$ cat config.mk
export PLATFORM = sky130hd
export DESIGN_NAME = clkstop_gate
export DESIGN_NICKNAME = d
export VERILOG_FILES = /design/src/rtl/clkstop_pkg.sv /design/src/rtl/clkstop_sync.sv /design/src/rtl/clkstop_mincnt.sv /design/src/rtl/clkstop_fsm.sv /design/src/rtl/clkstop_gate.sv
export SDC_FILE = /design/constraint.sdc
export NUM_CORES = 1
export LEC_CHECK = 0
export BUFFER_PORTS_ARGS = -buffer_cell sky130_fd_sc_hd__buf_2
export CAP_MARGIN = 40
export CORE_AREA = 2 2 39 41
export CTS_CLUSTER_DIAMETER = 200
export DETAILED_ROUTE_END_ITERATION = 7
export DIE_AREA = 0 0 41 43
export PLACE_DENSITY_LB_ADDON = 0.08
export SLEW_MARGIN = 30
export SYNTH_ARGS = -nofsm -noshare
export SYNTH_HDL_FRONTEND = slang
export SYNTH_SLANG_ARGS = --single-unit
$ cat constraint.sdc
create_clock -name clk_src -period 1.5 [get_ports clk_src]
set_clock_uncertainty 0.1 [all_clocks]
set_input_delay 0.3 -clock clk_src [delete_from_list [all_inputs] [get_ports clk_src]]
set_output_delay 0.3 -clock clk_src [all_outputs]
set_load 0.005 [all_outputs]
$ cat src/rtl/clkstop_pkg.sv
package clkstop_pkg;

    // Clock group selects latency and minimum enabled time.
    typedef enum logic {
        GRP_CPU = 1'b0,
        GRP_PCI = 1'b1
    } clk_grp_e;

    // Gate states; RUN and WARM both pass the clock.
    typedef enum logic [1:0] {
        ST_HALT = 2'b00,
        ST_WARM = 2'b01,
        ST_RUN  = 2'b11,
        ST_DOWN = 2'b10
    } gate_st_e;

    function automatic int min_on_of(clk_grp_e g);
        return (g == GRP_CPU) ? 100 : 10;
    endfunction

    // Falling-edge stages between the stop pin and the state machine.
    function automatic int sync_depth_of(clk_grp_e g);
        return (g == GRP_CPU) ? 3 : 2;
    endfunction

endpackage

$ cat src/rtl/clkstop_sync.sv
module clkstop_sync #(
    parameter int DEPTH = 2
) (
    input  logic clk,
    input  logic rst_n,
    input  logic async_in,
    output logic sync_out
);
    localparam int LAST = DEPTH - 1;

    logic stage_q [DEPTH];

    // Chain of falling-edge flops; reset value 0 means "stop requested".
    generate
        for (genvar g = 0; g < DEPTH; g++) begin : g_stage
            if (g == 0) begin : g_first
                always_ff @(negedge clk or negedge rst_n) begin
                    if (!rst_n) stage_q[g] <= 1'b0;
                    else        stage_q[g] <= async_in;
                end
            end else begin : g_next
                always_ff @(negedge clk or negedge rst_n) begin
                    if (!rst_n) stage_q[g] <= 1'b0;
                    else        stage_q[g] <= stage_q[g-1];
                end
            end
        end
    endgenerate

    assign sync_out = stage_q[LAST];

endmodule

$ cat src/rtl/clkstop_mincnt.sv
module clkstop_mincnt #(
    parameter int MIN_ON = 10
) (
    input  logic clk,
    input  logic rst_n,
    input  logic run_en,
    output logic min_met
);
    localparam int CAP = (MIN_ON > 0) ? MIN_ON - 1 : 0;
    localparam int CW  = (CAP > 0) ? $clog2(CAP + 1) : 1;

    logic [CW-1:0] cnt_q;

    // Counts pulses already delivered since the enable rose; saturates at CAP.
    always_ff @(negedge clk or negedge rst_n) begin
        if (!rst_n) begin
            cnt_q <= '0;
        end else if (!run_en) begin
            cnt_q <= '0;
        end else if (cnt_q != CW'(CAP)) begin
            cnt_q <= cnt_q + 1'b1;
        end
    end

    assign min_met = (cnt_q == CW'(CAP));

    AST_CNT_CAP: assert property (@(negedge clk) disable iff (!rst_n)
        cnt_q <= CW'(CAP)) else $error("pulse counter beyond cap");

endmodule

$ cat src/rtl/clkstop_fsm.sv
module clkstop_fsm
    import clkstop_pkg::*;
#(
    parameter bit FREE_RUN = 1'b0
) (
    input  logic clk,
    input  logic rst_n,
    input  logic req_run,
    input  logic pwrdn_n,
    input  logic min_met,
    output logic run_en,
    output logic stopped
);
    gate_st_e state_q, state_d;
    logic     go, halt_req;

    assign go       = FREE_RUN || req_run;
    assign halt_req = !FREE_RUN && !req_run;

    // Next-state decode.
    always_comb begin
        state_d = state_q;
        unique case (state_q)
            ST_HALT: if (go) state_d = ST_WARM;                       // start
            ST_WARM: if (min_met) state_d = halt_req ? ST_HALT : ST_RUN; // late stop / settle
            ST_RUN:  if (halt_req) state_d = ST_HALT;                 // stop
            ST_DOWN: state_d = ST_HALT;                               // wake
            default: state_d = ST_HALT;
        endcase
        if (!pwrdn_n) state_d = ST_DOWN;                              // power-down
    end

    // State register, falling edge only.
    always_ff @(negedge clk or negedge rst_n) begin
        if (!rst_n) state_q <= ST_HALT;
        else        state_q <= state_d;
    end

    // Registered outputs so the enable is a single clean flop.
    always_ff @(negedge clk or negedge rst_n) begin
        if (!rst_n) begin
            run_en  <= 1'b0;
            stopped <= 1'b1;
        end else begin
            run_en  <= (state_d == ST_WARM) || (state_d == ST_RUN);
            stopped <= !((state_d == ST_WARM) || (state_d == ST_RUN));
        end
    end

    AST_MIN_BEFORE_STOP: assert property (@(negedge clk) disable iff (!rst_n)
        $fell(run_en) |-> ($past(min_met) || !$past(pwrdn_n)))
        else $error("enable dropped before minimum pulses");

    AST_DOWN_FORCES_LOW: assert property (@(negedge clk) disable iff (!rst_n)
        !pwrdn_n |=> !run_en) else $error("enable high in power-down");

    AST_RESTART_VIA_HALT: assert property (@(negedge clk) disable iff (!rst_n)
        $rose(run_en) |-> ($past(state_q) == ST_HALT))
        else $error("restart not from halt");

endmodule

$ cat src/rtl/clkstop_gate.sv
module clkstop_gate
    import clkstop_pkg::*;
#(
    parameter clk_grp_e GROUP      = GRP_CPU,
    parameter bit       FREE_RUN   = 1'b0,
    parameter int       MIN_ON     = min_on_of(GROUP),
    parameter int       SYNC_DEPTH = sync_depth_of(GROUP)
) (
    input  logic clk_src,
    input  logic rst_n,
    input  logic stop_n,
    input  logic pwrdn_n,
    output logic clk_gated,
    output logic stopped
);
    logic req_run;
    logic min_met;
    logic run_en;

    clkstop_sync #(.DEPTH(SYNC_DEPTH)) u_sync (
        .clk      (clk_src),
        .rst_n    (rst_n),
        .async_in (stop_n),
        .sync_out (req_run)
    );

    clkstop_mincnt #(.MIN_ON(MIN_ON)) u_cnt (
        .clk     (clk_src),
        .rst_n   (rst_n),
        .run_en  (run_en),
        .min_met (min_met)
    );

    clkstop_fsm #(.FREE_RUN(FREE_RUN)) u_fsm (
        .clk     (clk_src),
        .rst_n   (rst_n),
        .req_run (req_run),
        .pwrdn_n (pwrdn_n),
        .min_met (min_met),
        .run_en  (run_en),
        .stopped (stopped)
    );

    // Enable only moves while clk_src is low, so this AND cannot chop a pulse.
    assign clk_gated = clk_src & run_en;

    always_comb begin
        if (rst_n && stopped) begin
            AST_GATED_LOW: assert (clk_gated == 1'b0) else $error("pulse while stopped");
        end
    end

    generate
        if (FREE_RUN) begin : g_free_chk
            AST_FREE_IGNORES_STOP: assert property (@(negedge clk_src) disable iff (!rst_n)
                $fell(run_en) |-> !$past(pwrdn_n)) else $error("free clock stopped");
        end
    endgenerate

endmodule

==> reports/qor.yml <==
drt:
  wl_mm: 1.025
  drt_iter0_markers: 3
  firstDrtPassIters: 4
  vias_per_cell: 4.931
  wl_per_cell_um: 11.78
  antenna_left: 0
  drc: 0
  vias: 429
critical_path:
  cp-end-kind: "output pin"
  crit_arrival_ns: 1.80
  cp_num_buf_inv: 1
  cp_top_family: "flip-flops"
  crit_start: "u_fsm.stopped$_DFF_NN1_"
  max_stage_delay_ns: 0.50
  cp_max_fo: 1
  reg2reg_from: "u_cnt.cnt_q[1]$_DFFE_NN0P_"
  crit_type: "reg -> out"
  crit_path_start_kind: "flip-flop"
  crit_chain: "buf_2"
  crit_slowest_cell: "dfstp_2"
  cp_data_required_time_ns: 1.10
sta:
  setup_tns_ns: -1.370
  tightestPinTransition_ns: 0.2510
  hold_viol: 0
  finalSetupViolations: 3
  whs_ns: 0.1950
  max_slew_margin: 0.8327
  rsz0062_at_grt: "true"
  finalWorstSetupSlack_ns: -0.6974
  final_max_slew_viol_count: 0
layout:
  seq_area_um2: 351.6
  areaGrowthSynthToFinish_pct: 25.76
  n_antenna_cell: 0
  final_common_cell: "dfrtn_1"
  nets: 77
  layout-drive-gt1-share: 0.3521
  multi_input_area_um2: 256.5
  n_fill_cell: 123
  mostFrequentLayoutCells: "13 x dfrtn_1, 6 x nand2_1, 6 x clkbuf_4, 6 x buf_4, 5 x buf_2"
power_and_ir_drop:
  p_per_area_nw_per_um2: 1126
  p_leak_nw: 0.3377
  vdd_drop_max_mv: 0.6325
logic_synthesis:
  synth.cell_area_um2: 616.8
  synth_warnings: 0
  ys_types: 21
  synthesis.nets: 58
  synth_seq_area_share: 0.5700
  synth_seq_cells: 14
  synthCells: 53
  syn_avg_cell_area_um2: 11.64
grt:
  grt_max_degree: 11
  grt_pass1_wl_mm: 1.745
  grt_usage: 0.1553
  grt_pass1_vias: 452
  antenna_found_initial: 0
  overflow: 0
floorplanning:
  fp.dieArea_um2: 1763
  start_util: 0.4458
  rows: 14
  die_w_um: 41
  io_pins: 6
  core_area_um2: 1384
  die_h_um: 43
outcome:
  violations: "negative setup slack"
  status: "finished, violations left"
place:
  place_congestion: 0.7507
  numPortBuffers: 5
  pre_cts_ws_ns: -0.2453
  hpwl_um: 768.1
worst_hold_path:
  hp-start: "u_sync.stage_q[1]$_DFF_NN0_"
  holdCritPathClass: "reg -> reg"
cts:
  cts.hold.buffers_added: 0
  path_clk_slew_ns: 0.06
  cts_tree: "done"
  insertion_delay_ns: 0.40
job:
  cap_violations: 0
[path summary, 6_finish.rpt]
| check | cells after the start | to | slack (ns) |
|---|---|---|---|
| min in group asynchronous | 1 | u_cnt.cnt_q[4]$_DFFE_NN0P_ | 0.26 |
| worst max register to register | 6 | u_fsm.stopped$_DFF_NN1_ | 0.10 |
| worst min-delay path | 0 | u_sync.sync_out$_DFF_NN0_ | 0.20 |
| worst min register to register | 0 | u_sync.sync_out$_DFF_NN0_ | 0.20 |
| worst max-delay path | 1 | stopped | -0.70 |
| max in group asynchronous | 2 | u_fsm.state_q[0]$_DFF_NN0_ | 0.66 |
[final cells by class]
class / count / area share
clock inverters: 1 / 0.004839
inverters: 1 / 0.004839
repair buffers: 11 / 0.09839
well taps: 16 / 0.02581
clock buffers: 8 / 0.08226
multi-input cells: 36 / 0.3306
flip-flops and latches: 14 / 0.4532
[kinds of logic (layout without fill, tap and decap cells)]
kind of cell / count (synthesis) / count (layout) / synth area share
simple gates: 21 / 21 / 0.2170
flops: 14 / 14 / 0.5700
compound gates: 10 / 10 / 0.1136
buf+inv: 3 / 21 / 0.01825
xor+xnor: 2 / 2 / 0.02840
mux: 2 / 2 / 0.03246
fa+ha+maj: 1 / 1 / 0.02028
[where the power goes]
| group | switching [mW] | internal (mW) | leakage, nW |
|---|---|---|---|
| Clock | 0.151 | 0.247 | 0.0482 |
| Sequential | 0.00902 | 0.402 | 0.180 |
| Combinational | 0.0337 | 0.0310 | 0.109 |
| Total | 0.194 | 0.680 | 0.338 |
[synthesized netlist by cell type, drive strengths merged]
master / instances / share of area
clkbuf: 1 / 0.0061
xnor2: 2 / 0.028
inv: 2 / 0.012
a2bb2oi: 1 / 0.024
a21boi: 2 / 0.024
nor4: 1 / 0.034
mux2i: 2 / 0.032
nand3: 4 / 0.041
nand3b: 2 / 0.024
o21ai: 5 / 0.041
dfrtn: 13 / 0.53
o21a: 1 / 0.012
or3: 2 / 0.020
nand2: 7 / 0.047
nand2b: 2 / 0.020
dfstp: 1 / 0.043
ha: 1 / 0.020
o211ai: 1 / 0.012
and2: 3 / 0.030
[repair_timing]
item | in CTS | in global routing
pin swaps | 0 | 1
resized for setup | 0 | 2
setup buffers | 0 | 2
setup endpoints to repair | 3 | 8
[per-layer routing]
layer  GRT usage  vias to the layer above  part of all wire
met5           0                        -                 0
met4      0.1067                        0             0.019
met3     0.06283                        2             0.040
met2      0.1969                        8              0.48
met1      0.2091                      200              0.46
li1            -                      219                 -
[metrics by stage]
| step | std cells | util | area, µm² | total power [mW] |
|---|---|---|---|---|
| floorplan | 53 | - | 626.9 | 0.4674 |
| global placement | 78 | 0.5027 | 695.7 | 0.4980 |
| detailed placement | 78 | 0.5027 | 695.7 | 0.5021 |
| CTS | 85 | 0.5452 | 754.5 | 0.8835 |
| global route | 87 | 0.5606 | 775.7 | 0.9313 |
| finish | 87 | 0.5606 | 775.7 | 0.8735 |
[flip-flops by register name, summed over array words and instances (netlist names)]
signal           count
u_fsm.stopped        1
u_fsm.state_q        2
u_sync.sync_out      1
u_cnt.cnt_q          7
u_fsm.run_en         1
u_sync.stage_q       2
(Power assumes the default switching activity.)
